**src/rtl/tap_pkg.sv**
```systemverilog
package tap_pkg;
   typedef enum logic [3:0] {
      ST_TLR      = 4'h0,
      ST_RTI      = 4'h1,
      ST_SEL_DR   = 4'h2,
      ST_CAP_DR   = 4'h3,
      ST_SHIFT_DR = 4'h4,
      ST_EX1_DR   = 4'h5,
      ST_PAUSE_DR = 4'h6,
      ST_EX2_DR   = 4'h7,
      ST_UPD_DR   = 4'h8,
      ST_SEL_IR   = 4'h9,
      ST_CAP_IR   = 4'hA,
      ST_SHIFT_IR = 4'hB,
      ST_EX1_IR   = 4'hC,
      ST_PAUSE_IR = 4'hD,
      ST_EX2_IR   = 4'hE,
      ST_UPD_IR   = 4'hF
   } tap_state_t;
endpackage

```
**src/rtl/tap_fsm.sv**
```systemverilog
module tap_fsm
   import tap_pkg::*;
(
   input  logic       tck,
   input  logic       trst_n,
   input  logic       tms,
   output tap_state_t state_q,
   output tap_state_t state_d
);
   always_comb begin
      unique case (state_q)
         ST_TLR:      state_d = tms ? ST_TLR    : ST_RTI;
         ST_RTI:      state_d = tms ? ST_SEL_DR : ST_RTI;
         ST_SEL_DR:   state_d = tms ? ST_SEL_IR : ST_CAP_DR;
         ST_CAP_DR:   state_d = tms ? ST_EX1_DR : ST_SHIFT_DR;
         ST_SHIFT_DR: state_d = tms ? ST_EX1_DR : ST_SHIFT_DR;
         ST_EX1_DR:   state_d = tms ? ST_UPD_DR : ST_PAUSE_DR;
         ST_PAUSE_DR: state_d = tms ? ST_EX2_DR : ST_PAUSE_DR;
         ST_EX2_DR:   state_d = tms ? ST_UPD_DR : ST_SHIFT_DR;
         ST_UPD_DR:   state_d = tms ? ST_SEL_DR : ST_RTI;
         ST_SEL_IR:   state_d = tms ? ST_TLR    : ST_CAP_IR;
         ST_CAP_IR:   state_d = tms ? ST_EX1_IR : ST_SHIFT_IR;
         ST_SHIFT_IR: state_d = tms ? ST_EX1_IR : ST_SHIFT_IR;
         ST_EX1_IR:   state_d = tms ? ST_UPD_IR : ST_PAUSE_IR;
         ST_PAUSE_IR: state_d = tms ? ST_EX2_IR : ST_PAUSE_IR;
         ST_EX2_IR:   state_d = tms ? ST_UPD_IR : ST_SHIFT_IR;
         ST_UPD_IR:   state_d = tms ? ST_SEL_DR : ST_RTI;
         default:     state_d = ST_TLR;
      endcase
   end

   always_ff @(posedge tck or negedge trst_n) begin
      if (!trst_n) state_q <= ST_TLR;
      else         state_q <= state_d;
   end
endmodule

```
**src/rtl/tap_ir.sv**
```systemverilog
module tap_ir
   import tap_pkg::*;
#(
   parameter int IR_W       = 3,
   parameter int CAP_VALUE  = 1,
   parameter int RESET_CODE = 7
) (
   input  logic            tck,
   input  logic            trst_n,
   input  logic            tdi,
   input  tap_state_t      state_q,
   input  tap_state_t      state_d,
   output logic            sr_lsb,
   output logic [IR_W-1:0] ir_q
);
   localparam logic [IR_W-1:0] K_CAP = IR_W'(CAP_VALUE);
   localparam logic [IR_W-1:0] K_RST = IR_W'(RESET_CODE);

   logic [IR_W-1:0] sr_q;

   always_ff @(posedge tck or negedge trst_n) begin
      if (!trst_n) begin
         sr_q <= K_CAP;
      end else if (state_q == ST_CAP_IR) begin
         sr_q <= K_CAP;
      end else if (state_q == ST_SHIFT_IR) begin
         if (IR_W == 1) sr_q <= tdi;
         else           sr_q <= {tdi, sr_q[IR_W-1:1]};
      end
   end

   always_ff @(posedge tck or negedge trst_n) begin
      if (!trst_n)                 ir_q <= K_RST;
      else if (state_d == ST_TLR)  ir_q <= K_RST;
      else if (state_q == ST_UPD_IR) ir_q <= sr_q;
   end

   assign sr_lsb = sr_q[0];
endmodule

```
**src/rtl/tap_bypass.sv**
```systemverilog
module tap_bypass
   import tap_pkg::*;
(
   input  logic       tck,
   input  logic       trst_n,
   input  logic       tdi,
   input  tap_state_t state_q,
   output logic       bit_q
);
   always_ff @(posedge tck or negedge trst_n) begin
      if (!trst_n)                     bit_q <= 1'b0;
      else if (state_q == ST_CAP_DR)   bit_q <= 1'b0;
      else if (state_q == ST_SHIFT_DR) bit_q <= tdi;
   end
endmodule

```
**src/rtl/tap_ctrl_user.sv**
```systemverilog
module tap_ctrl_user
   import tap_pkg::*;
#(
   parameter int IR_W        = 3,
   parameter int CODE_EXTEST = 0,
   parameter int CODE_SAMPLE = 1,
   parameter int CODE_USER1  = 2,
   parameter int CODE_USER2  = 3,
   parameter int CODE_BYPASS = 7,
   parameter int IR_CAPTURE  = 1
) (
   input  logic tck,
   input  logic trst_n,
   input  logic tms,
   input  logic tdi,
   input  logic bsr_tdo,
   input  logic usr1_tdo,
   input  logic usr2_tdo,
   output logic tdo,
   output logic tdo_en,
   output logic usr1_sel,
   output logic usr2_sel,
   output logic dr_clk,
   output logic idle_n
);
   localparam int N_USER = 2;
   localparam int MAX_CODE = (1 << IR_W) - 1;
   localparam int USER_CODE [N_USER] = '{CODE_USER1, CODE_USER2};
   localparam logic [IR_W-1:0] K_EXT = IR_W'(CODE_EXTEST);
   localparam logic [IR_W-1:0] K_SMP = IR_W'(CODE_SAMPLE);

   if (IR_W < 2) begin : g_bad_width
      $error("tap_ctrl_user: IR_W must be at least 2");
   end
   if (CODE_EXTEST > MAX_CODE || CODE_SAMPLE > MAX_CODE || CODE_USER1 > MAX_CODE ||
       CODE_USER2 > MAX_CODE || CODE_BYPASS > MAX_CODE || IR_CAPTURE > MAX_CODE) begin : g_bad_code
      $error("tap_ctrl_user: an instruction code does not fit IR_W");
   end
   if (CODE_USER1 == CODE_USER2 || CODE_USER1 == CODE_BYPASS || CODE_USER2 == CODE_BYPASS ||
       CODE_USER1 == CODE_EXTEST || CODE_USER2 == CODE_EXTEST ||
       CODE_USER1 == CODE_SAMPLE || CODE_USER2 == CODE_SAMPLE) begin : g_dup_code
      $error("tap_ctrl_user: user instruction codes must be unique");
   end

   tap_state_t state_q;
   tap_state_t state_d;
   logic [IR_W-1:0] ir_q;
   logic ir_lsb;
   logic byp_q;

   tap_fsm u_fsm (
      .tck     (tck),
      .trst_n  (trst_n),
      .tms     (tms),
      .state_q (state_q),
      .state_d (state_d)
   );

   tap_ir #(
      .IR_W       (IR_W),
      .CAP_VALUE  (IR_CAPTURE),
      .RESET_CODE (CODE_BYPASS)
   ) u_ir (
      .tck     (tck),
      .trst_n  (trst_n),
      .tdi     (tdi),
      .state_q (state_q),
      .state_d (state_d),
      .sr_lsb  (ir_lsb),
      .ir_q    (ir_q)
   );

   tap_bypass u_byp (
      .tck     (tck),
      .trst_n  (trst_n),
      .tdi     (tdi),
      .state_q (state_q),
      .bit_q   (byp_q)
   );

   // decode of the user instruction slots
   logic [N_USER-1:0] usel;
   logic [N_USER-1:0] uscan;
   assign uscan = {usr2_tdo, usr1_tdo};

   for (genvar g = 0; g < N_USER; g++) begin : g_user
      assign usel[g] = (ir_q == IR_W'(USER_CODE[g]));
   end

   logic bsr_active;
   assign bsr_active = (ir_q == K_EXT) || (ir_q == K_SMP);

   logic dr_bit;
   always_comb begin
      if (usel[0])         dr_bit = uscan[0];
      else if (usel[1])    dr_bit = uscan[1];
      else if (bsr_active) dr_bit = bsr_tdo;
      else                 dr_bit = byp_q;
   end

   logic in_shift;
   logic tdo_next;
   assign in_shift = (state_q == ST_SHIFT_IR) || (state_q == ST_SHIFT_DR);
   assign tdo_next = (state_q == ST_SHIFT_IR) ? ir_lsb : dr_bit;

   // falling-edge stage: serial output, its enable, and clock/idle gates
   logic tdo_q, tdo_en_q, dr_en_q, rti_q;

   always_ff @(negedge tck or negedge trst_n) begin
      if (!trst_n) begin
         tdo_q    <= 1'b0;
         tdo_en_q <= 1'b0;
         dr_en_q  <= 1'b0;
         rti_q    <= 1'b0;
      end else begin
         tdo_q    <= in_shift ? tdo_next : tdo_q;
         tdo_en_q <= in_shift;
         dr_en_q  <= (|usel) && ((state_q == ST_CAP_DR) || (state_q == ST_SHIFT_DR));
         rti_q    <= (state_q == ST_RTI);
      end
   end

   assign tdo      = tdo_q;
   assign tdo_en   = tdo_en_q;
   assign usr1_sel = usel[0];
   assign usr2_sel = usel[1];
   assign dr_clk   = tck & dr_en_q;
   assign idle_n   = ~(tck & rti_q);
endmodule

```
**config.mk**
```make
export PLATFORM = sky130hd
export DESIGN_NAME = tap_ctrl_user
export DESIGN_NICKNAME = d
export VERILOG_FILES = /design/src/rtl/tap_pkg.sv /design/src/rtl/tap_fsm.sv /design/src/rtl/tap_ir.sv /design/src/rtl/tap_bypass.sv /design/src/rtl/tap_ctrl_user.sv
export SDC_FILE = /design/constraint.sdc
export NUM_CORES = 1
export LEC_CHECK = 0
export ABC_AREA = 1
export BUFFER_PORTS_ARGS = -buffer_cell sky130_fd_sc_hd__buf_4
export CAP_MARGIN = 40
export CORE_MARGIN = 2
export CORE_UTILIZATION = 45
export DETAILED_ROUTE_END_ITERATION = 12
export PLACE_DENSITY_LB_ADDON = 0.15
export SKIP_CTS_REPAIR_TIMING = 1
export SYNTH_ARGS = -nofsm -noshare
export SYNTH_HDL_FRONTEND = slang
export SYNTH_SLANG_ARGS = --single-unit
export TNS_END_PERCENT = 50
```
**constraint.sdc**
```tcl
create_clock -name tck -period 1.5 [get_ports tck]
set_clock_uncertainty 0.2 [all_clocks]
set_input_delay 0 -clock tck [delete_from_list [all_inputs] [get_ports tck]]
set_output_delay 0 -clock tck [all_outputs]
set_load 0.005 [all_outputs]
```
# Yosys cells after proc, flatten, opt, wreduce, memory -nomap -nowiden
# Index checks and enable logic that the tools add are counted.
totals:
  reg_bits: 15
  inputBits: 7
  word_cells: 66
classes:
  eq_ne: 18
  muxes: 23
  n_bitwise: 3
  reduce_logical: 14
ops:
  columns: ["cell", "count"]
  rows:
  - ["$pmux W4 S12", 1]
  - ["$eq A4 B4 Y1 const B", 8]
  - ["$mux W3", 6]
  - ["$eq A4 B3 Y1 const B", 4]
  - ["$mux W4", 4]
  - ["$mux W1", 9]
  - ["$eq A4 B2 Y1 const B", 2]
  - ["$logic_not A4 Y1", 2]
  - ["$eq A3 B2 Y1 const B", 2]
  - ["$mux W2", 3]
  - ["$reduce_bool A2 Y1", 3]
  - ["$reduce_or A2 Y1", 3]
  - ["$eq A4 B1 Y1 const B", 1]
  - ["$eq A3 B1 Y1 const B", 1]
  - ["$logic_not A3 Y1", 1]
  - ["$logic_or A1 B1 Y1", 3]
  - ["$reduce_or A3 Y1", 1]
  - ["$and A1 B1 Y1", 2]
  - ["$logic_and A1 B1 Y1", 1]
  - ["$not A1 Y1", 1]

# Logic depth before layout (Yosys ltp)
logic_depth:
  depth_word: 6
  depth_mapped: 10

# Modules after synthesis
# A second synthesis with hierarchy kept.
hier_totals:
  cells_unflattened: 147
  area_unflattened_um2: 979.7
by_module_without_submodules:
  columns: ["module", "n_inst", "cells_each", "area_per_inst_um2", "seq_area_each_um2"]
  rows:
  - ["tap_fsm", 1, 55, 335.3, 100.1]
  - ["tap_ir", 1, 38, 292.8, 155.1]
  - ["tap_ctrl_user", 1, 41, 275.3, 100.1]
  - ["tap_bypass", 1, 13, 76.3, 25.0]

==> results.toml <==
[run_status]
failed_checks = "setup timing"
status = "finished with violations"

[hold_path]
hold_depth = 4
hold_class = "clock port to output port"
whs_endpoint = "idle_n"
hold_start = "tck"

[final_layout]
layout_commonest_cell = "buf_4"
nFillCells = 131
post-route-util = 0.784
final_cell_mix = "buf_4 (38), nand2_1 (37), inv_1 (14)"
fin_nets = 194
areaGrowthSynthToFinish_pct = 68.1
drive_gt1_frac = 0.513
antenna_cells = 0
stdcell_count = 214

[synth]
synth_top_cell_by_area = "dfrtp_1"
syn_area_per_cell_um2 = 6.93
synthAdderAreaFrac = 0
synth_area_um2 = 887
synth_compound_area_frac = 0.0860
synth_flop_cell = "dfrtp_1"
ys_ff_latch = 15
postSynth.asyncResetShare = 1.00
ys_warn_count = 0
netlist.area_leader.share = 0.197
synth_top_family_by_area = "simple AND/OR/NAND/NOR gates"
ys_seq_area_frac = 0.429
syn_inst = 128
muxShareOfSynthArea = 0.0113
synthXorXnorAreaFrac = 0
synth-edff-count = 0
synth_nets = 135
ys_types = 21
yosys.area_share.simple = 0.377
synthTopCellsByArea = "dfrtp_1 (20%), nand2_1 (18%), dfstp_2 (12%)"

[placement]
io_buffers = 12
hpwl_mm = 1.90
place_inst = 197
routabilityCongestion = 0.847

[floorplan]
core-area_um2 = 1900
fp-row-count = 16
die_w_um = 48.4
die_area_um2 = 2340
die_h_um = 48.4
io_pins = 13
start_util = 0.466

[sta]
tightestPinTransition_ns = 0.389
rsz0062_at_grt = "yes"
maxSlewViolCount = 0
setup_viol = 19
relSlewSlack = 0.740
hold_viol = 0
hold_ws_ns = 0.215
fin_ws_ns = -0.551

[setup_path]
r2r_slack_ns = -0.55
reg2reg_depth = 5
slowest_stage = "dfstp_2"
rr_startpoint = "u_ir.ir_q[2]$_DFFE_PN1P_"
crit_chain = "nor2_2 > inv_2 > nor2_4 > nand2_1 > a41oi_2"
timing.rr.end = "tdo$_DFFE_NN0P_"
arrival_ns = 1.33
worstPathRequired_ns = 0.78
critPathLaunchType = "register"
cp_num_cells = 5
end_kind = "register"
crit_type = "register to register"
crit_buf_inv = 1
cpPeakStageDelay_ns = 0.56
critPathMaxFanout = 4
critPathTopFamily = "flip-flops"

[clock_tree]
clkLatencyLatePin_ns = 0.40
cts_tree = "done"
clkSlewWorstSetupHoldPaths_ns = 0.10

[power_and_ir_drop]
powerDensity_nw_per_um2 = 1810
ir_worst_vdd_mv = 1.20
leakage_nw = 0.852

[detailed_routing]
routed_wl_mm = 2.82
drtIter0Drc = 25
route.detailed.drc = 0
vias = 1040
avgRoutedWirePerCell_um = 13.2
wl_met1_mm = 1.18
wl_met3_um = 117
top_layer = "met4"
drtAntennaViolNets = 0
wl_met2_mm = 1.47
via_per_inst = 4.86
firstDrtPassIters = 4

[global_routing]
first_global_vias = 1015
overflow = 0
grt_max_degree = 16
grt_pass1_wl_mm = 4.14
antenna_found_initial = 0
grt_usage = 0.240

[run]
drv_cap = 0
[worst max-delay path by stage]
stage | start | to | slack [ns]
after CTS | u_fsm.state_q[1]$_DFF_PN0_ | tdo$_DFFE_NN0P_ | -0.57
after detailed placement | u_fsm.state_q[1]$_DFF_PN0_ | tdo$_DFFE_NN0P_ | -0.55
after global placement | u_ir.ir_q[1]$_DFFE_PN1P_ | tdo$_DFFE_NN0P_ | -0.49
final | u_ir.ir_q[2]$_DFFE_PN1P_ | tdo$_DFFE_NN0P_ | -0.55
after global routing | u_fsm.state_q[1]$_DFF_PN0_ | tdo$_DFFE_NN0P_ | -0.61
after floorplan | u_ir.ir_q[2]$_DFFE_PN1P_ | tdo$_DFFE_NN0P_ | -0.49
[kinds of logic (layout without fill, tap and decap cells)]
group / after synthesis / count (layout)
mux: 1 / 1
flops: 15 / 15
compound gates: 12 / 12
simple gates: 77 / 77
buf+inv: 23 / 82
[report_power, final]
group,leakage [nW],switching [mW],internal (mW)
Sequential,0.183,0.116,0.564
Clock,0.0583,0.200,0.250
Combinational,0.610,0.808,0.755
Total,0.852,1.12,1.57
[through the flow]
stage / cell area, um2 / setup TNS [ns] / setup slack (ns) / total power, mW
global route: 1490 / -6.01 / -0.609 / 2.90
floorplan: 900 / -1.40 / -0.494 / 1.34
global placement: 1250 / -2.23 / -0.493 / 1.95
finish: 1490 / -4.63 / -0.551 / 2.69
CTS: 1310 / -4.77 / -0.570 / 2.43
detailed placement: 1250 / -2.51 / -0.549 / 2.00
[cells in the mapped netlist, types with 4 or more instances]
| cell | count |
|---|---|
| nor2_1 | 17 |
| inv_2 | 5 |
| o21ai_0 | 5 |
| dfstp_2 | 4 |
| dfrtn_1 | 4 |
| nand2_1 | 43 |
| nand3_1 | 7 |
| inv_1 | 18 |
| nor2_2 | 4 |
| dfrtp_1 | 7 |
[sequential cells by signal, indices dropped and copies added, names as in the netlist]
name	flops
dr_en_q	1
rti_q	1
tdo	1
tdo_en	1
u_byp.bit_q	1
u_fsm.state_q	4
u_ir.ir_q	3
u_ir.sr_q	3
[worst register-to-register path: stages, from the launching register on]
cell and delay (ns):
dfstp_2 0.56, nor2_2 0.04, inv_2 0.12, nor2_4 0.04, nand2_1 0.06, a41oi_2 0.11
[routing by layer]
layer	vias up	global-route usage
met5	-	0
met4	0	0.148
met3	8	0.0926
met2	23	0.391
met1	496	0.264
li1	513	-
[cell type report]
type	count	area, um2	share of cell area
Clock buffer	10	78.8	0.0529
Clock inverter	2	8.76	0.00587
Inverter	22	82.6	0.0554
Multi-Input combinational cell	90	514	0.345
Sequential cell	15	382	0.256
Tap cell	27	33.8	0.0227
Timing Repair Buffer	48	392	0.263
No activity file was read; power rests on OpenSTA's default activity.
